--- src/rtl/lmc_pkg.sv ---
package lmc_pkg;

    typedef enum logic [2:0] {
        LS_FRC_FAIL = 3'd0,
        LS_FRC_PASS = 3'd1,
        LS_AN_FAIL  = 3'd2,
        LS_AN_PASS  = 3'd3,
        LS_AN_HOLD  = 3'd4
    } lmc_state_e;

    typedef struct packed {
        logic spd100;
        logic fdx;
    } lmc_mode_t;

endpackage

--- src/rtl/lmc_resolve.sv ---
module lmc_resolve
    import lmc_pkg::*;
(
    input  logic      link_dis,
    input  logic      mac_an_en,
    input  logic      phy_an_en,
    input  lmc_mode_t mac_mode,
    input  lmc_mode_t phy_mode,
    input  lmc_mode_t neg_mode,
    output lmc_mode_t sel_mode,
    output logic      an_active
);

    // Priority: link disable, then MAC enable, then PHY enable, then result.
    always_comb begin
        an_active = 1'b0;
        if (link_dis) begin
            sel_mode = phy_mode;
        end else if (!mac_an_en) begin
            sel_mode = mac_mode;
        end else if (!phy_an_en) begin
            sel_mode = phy_mode;
        end else begin
            sel_mode  = neg_mode;
            an_active = 1'b1;
        end
    end

endmodule

--- src/rtl/lmc_holdoff.sv ---
module lmc_holdoff #(
    parameter int HOLD_LEN = 16
) (
    input  logic clk,
    input  logic rst_n,
    input  logic run,
    output logic expire
);

    localparam int CW = $clog2(HOLD_LEN + 1);
    localparam logic [CW-1:0] LAST = CW'(HOLD_LEN - 1);

    logic [CW-1:0] cnt;

    always_ff @(posedge clk) begin
        if (!rst_n || !run) begin
            cnt <= '0;
        end else if (cnt != LAST) begin
            cnt <= cnt + 1'b1;
        end
    end

    assign expire = run && (cnt == LAST);

endmodule

--- src/rtl/lmc_mode_reg.sv ---
module lmc_mode_reg
    import lmc_pkg::*;
(
    input  logic      clk,
    input  logic      rst_n,
    input  logic      load,
    input  lmc_mode_t sel_mode,
    input  logic      neg_done,
    input  lmc_mode_t neg_live,
    output lmc_mode_t neg_pick,
    output lmc_mode_t cur_mode
);

    lmc_mode_t neg_keep;

    always_ff @(posedge clk) begin
        if (!rst_n) begin
            neg_keep <= '0;
        end else if (neg_done) begin
            neg_keep <= neg_live;
        end
    end

    assign neg_pick = neg_done ? neg_live : neg_keep;

    always_ff @(posedge clk) begin
        if (!rst_n) begin
            cur_mode <= '0;
        end else if (load) begin
            cur_mode <= sel_mode;
        end
    end

endmodule

--- src/rtl/lmc_fsm.sv ---
module lmc_fsm
    import lmc_pkg::*;
(
    input  logic       clk,
    input  logic       rst_n,
    input  logic       an_active,
    input  logic       link_dis,
    input  logic       link_good,
    input  logic       restart,
    input  logic       neg_done,
    input  logic       hold_expire,
    output logic       mode_load,
    output logic       hold_run,
    output logic       link_pass,
    output logic       tx_inhibit,
    output logic       neg_ack
);

    lmc_state_e state, state_nx;

    always_comb begin
        state_nx = state;
        if (!an_active) begin
            state_nx = (link_good || link_dis) ? LS_FRC_PASS : LS_FRC_FAIL;
        end else if (restart) begin
            state_nx = LS_AN_FAIL;
        end else begin
            unique case (state)
                LS_FRC_FAIL, LS_FRC_PASS: state_nx = LS_AN_FAIL;
                LS_AN_FAIL: state_nx = (neg_done && link_good) ? LS_AN_PASS : LS_AN_FAIL;
                LS_AN_PASS: state_nx = link_good ? LS_AN_PASS : LS_AN_HOLD;
                LS_AN_HOLD: state_nx = hold_expire ? LS_AN_FAIL : LS_AN_HOLD;
                default:    state_nx = LS_FRC_FAIL;
            endcase
        end
    end

    always_ff @(posedge clk) begin
        if (!rst_n) begin
            state <= LS_FRC_FAIL;
        end else begin
            state <= state_nx;
        end
    end

    // Acknowledge survives the hold-off, cleared on any return to negotiation.
    always_ff @(posedge clk) begin
        if (!rst_n) begin
            neg_ack <= 1'b0;
        end else if (state_nx == LS_AN_PASS && state == LS_AN_FAIL) begin
            neg_ack <= 1'b1;
        end else if (state_nx != LS_AN_PASS && state_nx != LS_AN_HOLD) begin
            neg_ack <= 1'b0;
        end
    end

    always_comb begin
        link_pass  = 1'b0;
        tx_inhibit = 1'b0;
        hold_run   = 1'b0;
        unique case (state)
            LS_FRC_PASS, LS_AN_PASS: link_pass = 1'b1;
            LS_AN_HOLD: begin
                tx_inhibit = 1'b1;
                hold_run   = 1'b1;
            end
            default: ;
        endcase
        mode_load = (state_nx != state) || (state == LS_FRC_FAIL);
    end

endmodule

--- src/rtl/link_mode_ctrl.sv ---
module link_mode_ctrl
    import lmc_pkg::*;
#(
    parameter int HOLD_MIN_TICKS = 30_000_000,
    parameter int HOLD_MAX_TICKS = 37_500_000
) (
    input  logic clk,
    input  logic rst_n,
    input  logic mac_an_en,
    input  logic mac_spd100,
    input  logic mac_fdx,
    input  logic phy_an_en,
    input  logic phy_spd100,
    input  logic phy_fdx,
    input  logic an_restart,
    input  logic link_dis,
    input  logic link_good,
    input  logic neg_done,
    input  logic neg_spd100,
    input  logic neg_fdx,
    output logic spd100,
    output logic fdx,
    output logic link_pass,
    output logic tx_inhibit,
    output logic idle_txidle,
    output logic neg_ack
);

    localparam int HOLD_LEN = (HOLD_MIN_TICKS + HOLD_MAX_TICKS) / 2;

    lmc_mode_t sel_mode, neg_pick, cur_mode;
    logic      an_active, mode_load, hold_run, hold_expire;

    lmc_resolve u_resolve (
        .link_dis  (link_dis),
        .mac_an_en (mac_an_en),
        .phy_an_en (phy_an_en),
        .mac_mode  ('{spd100: mac_spd100, fdx: mac_fdx}),
        .phy_mode  ('{spd100: phy_spd100, fdx: phy_fdx}),
        .neg_mode  (neg_pick),
        .sel_mode  (sel_mode),
        .an_active (an_active)
    );

    lmc_holdoff #(.HOLD_LEN(HOLD_LEN)) u_holdoff (
        .clk    (clk),
        .rst_n  (rst_n),
        .run    (hold_run),
        .expire (hold_expire)
    );

    lmc_mode_reg u_mode (
        .clk      (clk),
        .rst_n    (rst_n),
        .load     (mode_load),
        .sel_mode (sel_mode),
        .neg_done (neg_done),
        .neg_live ('{spd100: neg_spd100, fdx: neg_fdx}),
        .neg_pick (neg_pick),
        .cur_mode (cur_mode)
    );

    lmc_fsm u_fsm (
        .clk         (clk),
        .rst_n       (rst_n),
        .an_active   (an_active),
        .link_dis    (link_dis),
        .link_good   (link_good),
        .restart     (an_restart),
        .neg_done    (neg_done),
        .hold_expire (hold_expire),
        .mode_load   (mode_load),
        .hold_run    (hold_run),
        .link_pass   (link_pass),
        .tx_inhibit  (tx_inhibit),
        .neg_ack     (neg_ack)
    );

    assign spd100      = cur_mode.spd100;
    assign fdx         = cur_mode.fdx;
    assign idle_txidle = cur_mode.spd100;

endmodule

--- config.mk ---
export PLATFORM = sky130hd
export DESIGN_NAME = link_mode_ctrl
export DESIGN_NICKNAME = d
export VERILOG_FILES = /design/src/rtl/lmc_pkg.sv /design/src/rtl/lmc_resolve.sv /design/src/rtl/lmc_holdoff.sv /design/src/rtl/lmc_mode_reg.sv /design/src/rtl/lmc_fsm.sv /design/src/rtl/link_mode_ctrl.sv
export SDC_FILE = /design/constraint.sdc
export NUM_CORES = 1
export LEC_CHECK = 0
export ABC_CLOCK_PERIOD_IN_PS = 2100
export BUFFER_PORTS_ARGS = -buffer_cell sky130_fd_sc_hd__clkbuf_2
export CORE_ASPECT_RATIO = 0.9
export CORE_MARGIN = 1.5
export CORE_UTILIZATION = 50
export CTS_BUF_LIST = sky130_fd_sc_hd__clkbuf_8 sky130_fd_sc_hd__clkbuf_16
export CTS_CLUSTER_DIAMETER = 50
export DETAILED_ROUTE_END_ITERATION = 16
export PLACE_DENSITY = 0.7
export REMOVE_ABC_BUFFERS = 1
export SETUP_SLACK_MARGIN = 0.02
export SYNTH_ARGS = -nofsm -noshare
export SYNTH_HDL_FRONTEND = slang
export SYNTH_SLANG_ARGS = --single-unit
--- constraint.sdc ---
create_clock -name clk -period 2.1 [get_ports clk]
set_input_delay 0 -clock clk [delete_from_list [all_inputs] [get_ports clk]]
set_output_delay 0 -clock clk [all_outputs]
set_load 0.02 [all_outputs]
==> impl_metrics.json <==
{
  "status": "complete, no violations",
  "timing.final.ws_setup_ns": 0.243,
  "holdWs_ns": 0.0508,
  "p_sw_uw": 282,
  "viasPerCell": 5.38,
  "ant_nets": 0,
  "crit_slowest_cell": "nor4_4",
  "cts_tree": "done",
  "place.gp.congestion": 0.830,
  "cts-root-buf": "clkbuf_8",
  "io_pins": 20,
  "synthArstFlopShare_pct": 0,
  "multi_input_comb_area_um2": 951,
  "antenna_found_initial": 0,
  "fin_util_pct": 62.4,
  "critPathKind": "flop to flop",
  "syn_area_per_cell_um2": 8.57,
  "setup_viol": 0,
  "synth.yosys.warnings": 0,
  "drtPass1Iterations": 4,
  "drcViolationCount": 0,
  "rsz0062_at_grt": "no",
  "grt-ovfl-total": 0,
  "synth-edff-count": 0,
  "min_period_over_period_pct": 88.4,
  "crit_family": "simple AND/OR/NAND/NOR gates",
  "cts_setup_buffers": 0,
  "clk_pin_slew_worst_paths_ns": 0.07,
  "crit_chain": "ha_1, nand4_1, nor4_4, buf_4, and3b_2, nor3_1",
  "cp-start-kind": "flop",
  "core_mm2": 0.00314,
  "cts_max_level": 2,
  "p_leak_uw": 0.000727,
  "track_usage_pct": 21.3,
  "nets": 240,
  "synthDistinctLibCells": 42,
  "seq_area_um2": 681,
  "worstPathArrival_ns": 2.07,
  "clock_skew_ns": 0.00808,
  "p_sw_share_pct": 23.0,
  "clkPwrFrac_pct": 40.0,
  "hold_class": "input pin to flop",
  "ys.flop_type": "dfxtp_1",
  "achievable-frequency_ghz": 0.538,
  "syn_to_final_growth_pct": 16.5,
  "dieArea_mm2": 0.00372,
  "grt_max_degree": 27,
  "p_seq_share_pct": 53.5,
  "start_util_pct": 53.5,
  "synthCells": 196,
  "synth.cell_area_mm2": 0.00168,
  "via_count": 1443,
  "powerDensity_mw_per_mm2": 628,
  "hold_violations": 0,
  "port-buffer-count": 19,
  "drive_gt1_share_pct": 17.7,
  "grt_pass1_vias": 1350,
  "ys_seq_area_share_pct": 40.5,
  "finalCriticalPeriod_ns": 1.86,
  "worst_pin_slew_ns": 0.446,
  "critPathBufInv": 1,
  "final_cell_mix": "nor2_1 (39), dfxtp_1 (34), clkbuf_2 (19)",
  "vdd_drop_max_mv": 0.528,
  "cts_buffer_depth": 2,
  "routedWlPerCell_um": 12.5,
  "die_w_um": 64.1,
  "die_y_um": 58.0,
  "critPathMaxStageDelay_ns": 0.45,
  "row_count": 19,
  "slew_violations": 0,
  "cts_inserted_buffers": 5,
  "setup_tns_ns": 0,
  "final_common_cell": "nor2_1",
  "p_int_uw": 947,
  "dp_slack_ns": 0.235,
  "pwr-share-comb_pct": 6.5,
  "grt_pass1_wl_mm": 5.94,
  "clock_latency_ns": 0.29,
  "critPathMaxFanout": 6,
  "ys_ff_latch": 34,
  "routed_wl_mm": 3.36,
  "n_fill_cell": 288,
  "maxCapViolations": 0,
  "diodes": 0,
  "cts_sinks": 34,
  "required_ns": 2.31,
  "end_kind": "flop",
  "drtIter0Drc": 95,
  "maxSlewHeadroom_pct": 70.0,
  "dpl.hpwl_mm": 2.52
}
==> cell type report <==
| cell class | count | share of cell area (%) |
|---|---|---|
| well taps | 42 | 2.69 |
| clock inverters | 2 | 0.448 |
| repair buffers | 25 | 7.54 |
| flip-flops and latches | 34 | 34.8 |
| inverters | 9 | 1.73 |
| clock buffers | 6 | 4.22 |
| multi-input cells | 150 | 48.6 |
==> cell families after synthesis <==
group           Yosys count  share of synthesized area [%]
simple gates            101                           33.4
flops                    34                           40.5
xor+xnor                 23                           12.0
compound gates           22                           8.71
buf+inv                  12                           2.90
mux                       3                           1.79
fa+ha+maj                 1                          0.744
==> flip-flops by register name, indices dropped and copies added, names as in the netlist <==
register / cells
u_holdoff.cnt: 26
u_fsm.state: 3
u_mode.cur_mode: 2
u_mode.neg_keep: 2
u_fsm.neg_ack: 1
==> per-stage QoR <==
stage	std cells	power (µW)	area, µm²
final	268	1230	1960
after CTS	268	1240	1960
after global routing	268	1280	1960
after floorplan	193	714	1670
after global placement	257	744	1840
after detailed placement	257	748	1840
==> synth_stat cells, types with 2 or more instances <==
| cell type | number | area share (%) |
|---|---|---|
| or3_1 | 2 | 0.74 |
| xor2_1 | 12 | 6.3 |
| nand4_1 | 7 | 2.6 |
| or3_2 | 3 | 1.3 |
| nor4_4 | 2 | 2.5 |
| o21ai_0 | 4 | 1.2 |
| a21oi_1 | 6 | 1.8 |
| nor2b_1 | 4 | 1.5 |
| dfxtp_1 | 34 | 41 |
| nand3_1 | 9 | 2.7 |
| nand2b_1 | 2 | 0.74 |
| o31ai_1 | 2 | 0.89 |
| nand2_1 | 9 | 2.0 |
| clkbuf_1 | 2 | 0.45 |
| and3_1 | 4 | 1.5 |
| xnor2_1 | 11 | 5.7 |
| mux2i_1 | 3 | 1.8 |
| and4_1 | 2 | 1.0 |
| inv_1 | 9 | 2.0 |
| nor3_1 | 5 | 1.5 |
| a22o_1 | 2 | 1.0 |
| nor2_1 | 39 | 8.7 |
| o22ai_1 | 3 | 1.1 |
| nand3b_1 | 2 | 0.89 |
==> power by group through the flow <==
stage                     clock (µW)  sequential, µW  combinational, µW
after floorplan                    0             679               35.3
after global placement             0             672               72.0
after detailed placement           0             673               74.7
after CTS                        506             658               79.2
after global routing             537             659               87.6
final                            492             658               79.6
==> timing repair <==
item / CTS / global route
hold endpoints to repair: 3 / 0
resized for setup: 0 / 0
hold buffers: 3 / 0
==> final timing paths <==
path	from	end	slack, ns	cells past startpoint
setup reg to reg	u_holdoff.cnt[0]	u_holdoff.cnt[2]	0.24	6
hold reg to reg	u_mode.neg_keep[0]	u_mode.neg_keep[0]	0.51	2
setup / recovery	u_holdoff.cnt[0]	u_holdoff.cnt[2]	0.24	6
hold / removal	link_good	u_fsm.state[0]	0.05	3
==> routing by layer <==
metal	wire (µm)	GRT usage, %
met5	0	0
met4	82	10.0
met3	140	8.16
met1	1680	27.9
met2	1450	31.1
==> worst min-delay path: cells and delay by family <==
kind | cells | cell delay (ns)
and+or+nand+nor | 1 | 0.09
AOI/OAI and AO/OA | 1 | 0.11
buffers and inverters | 1 | 0.11
(Power assumes the default switching activity.)
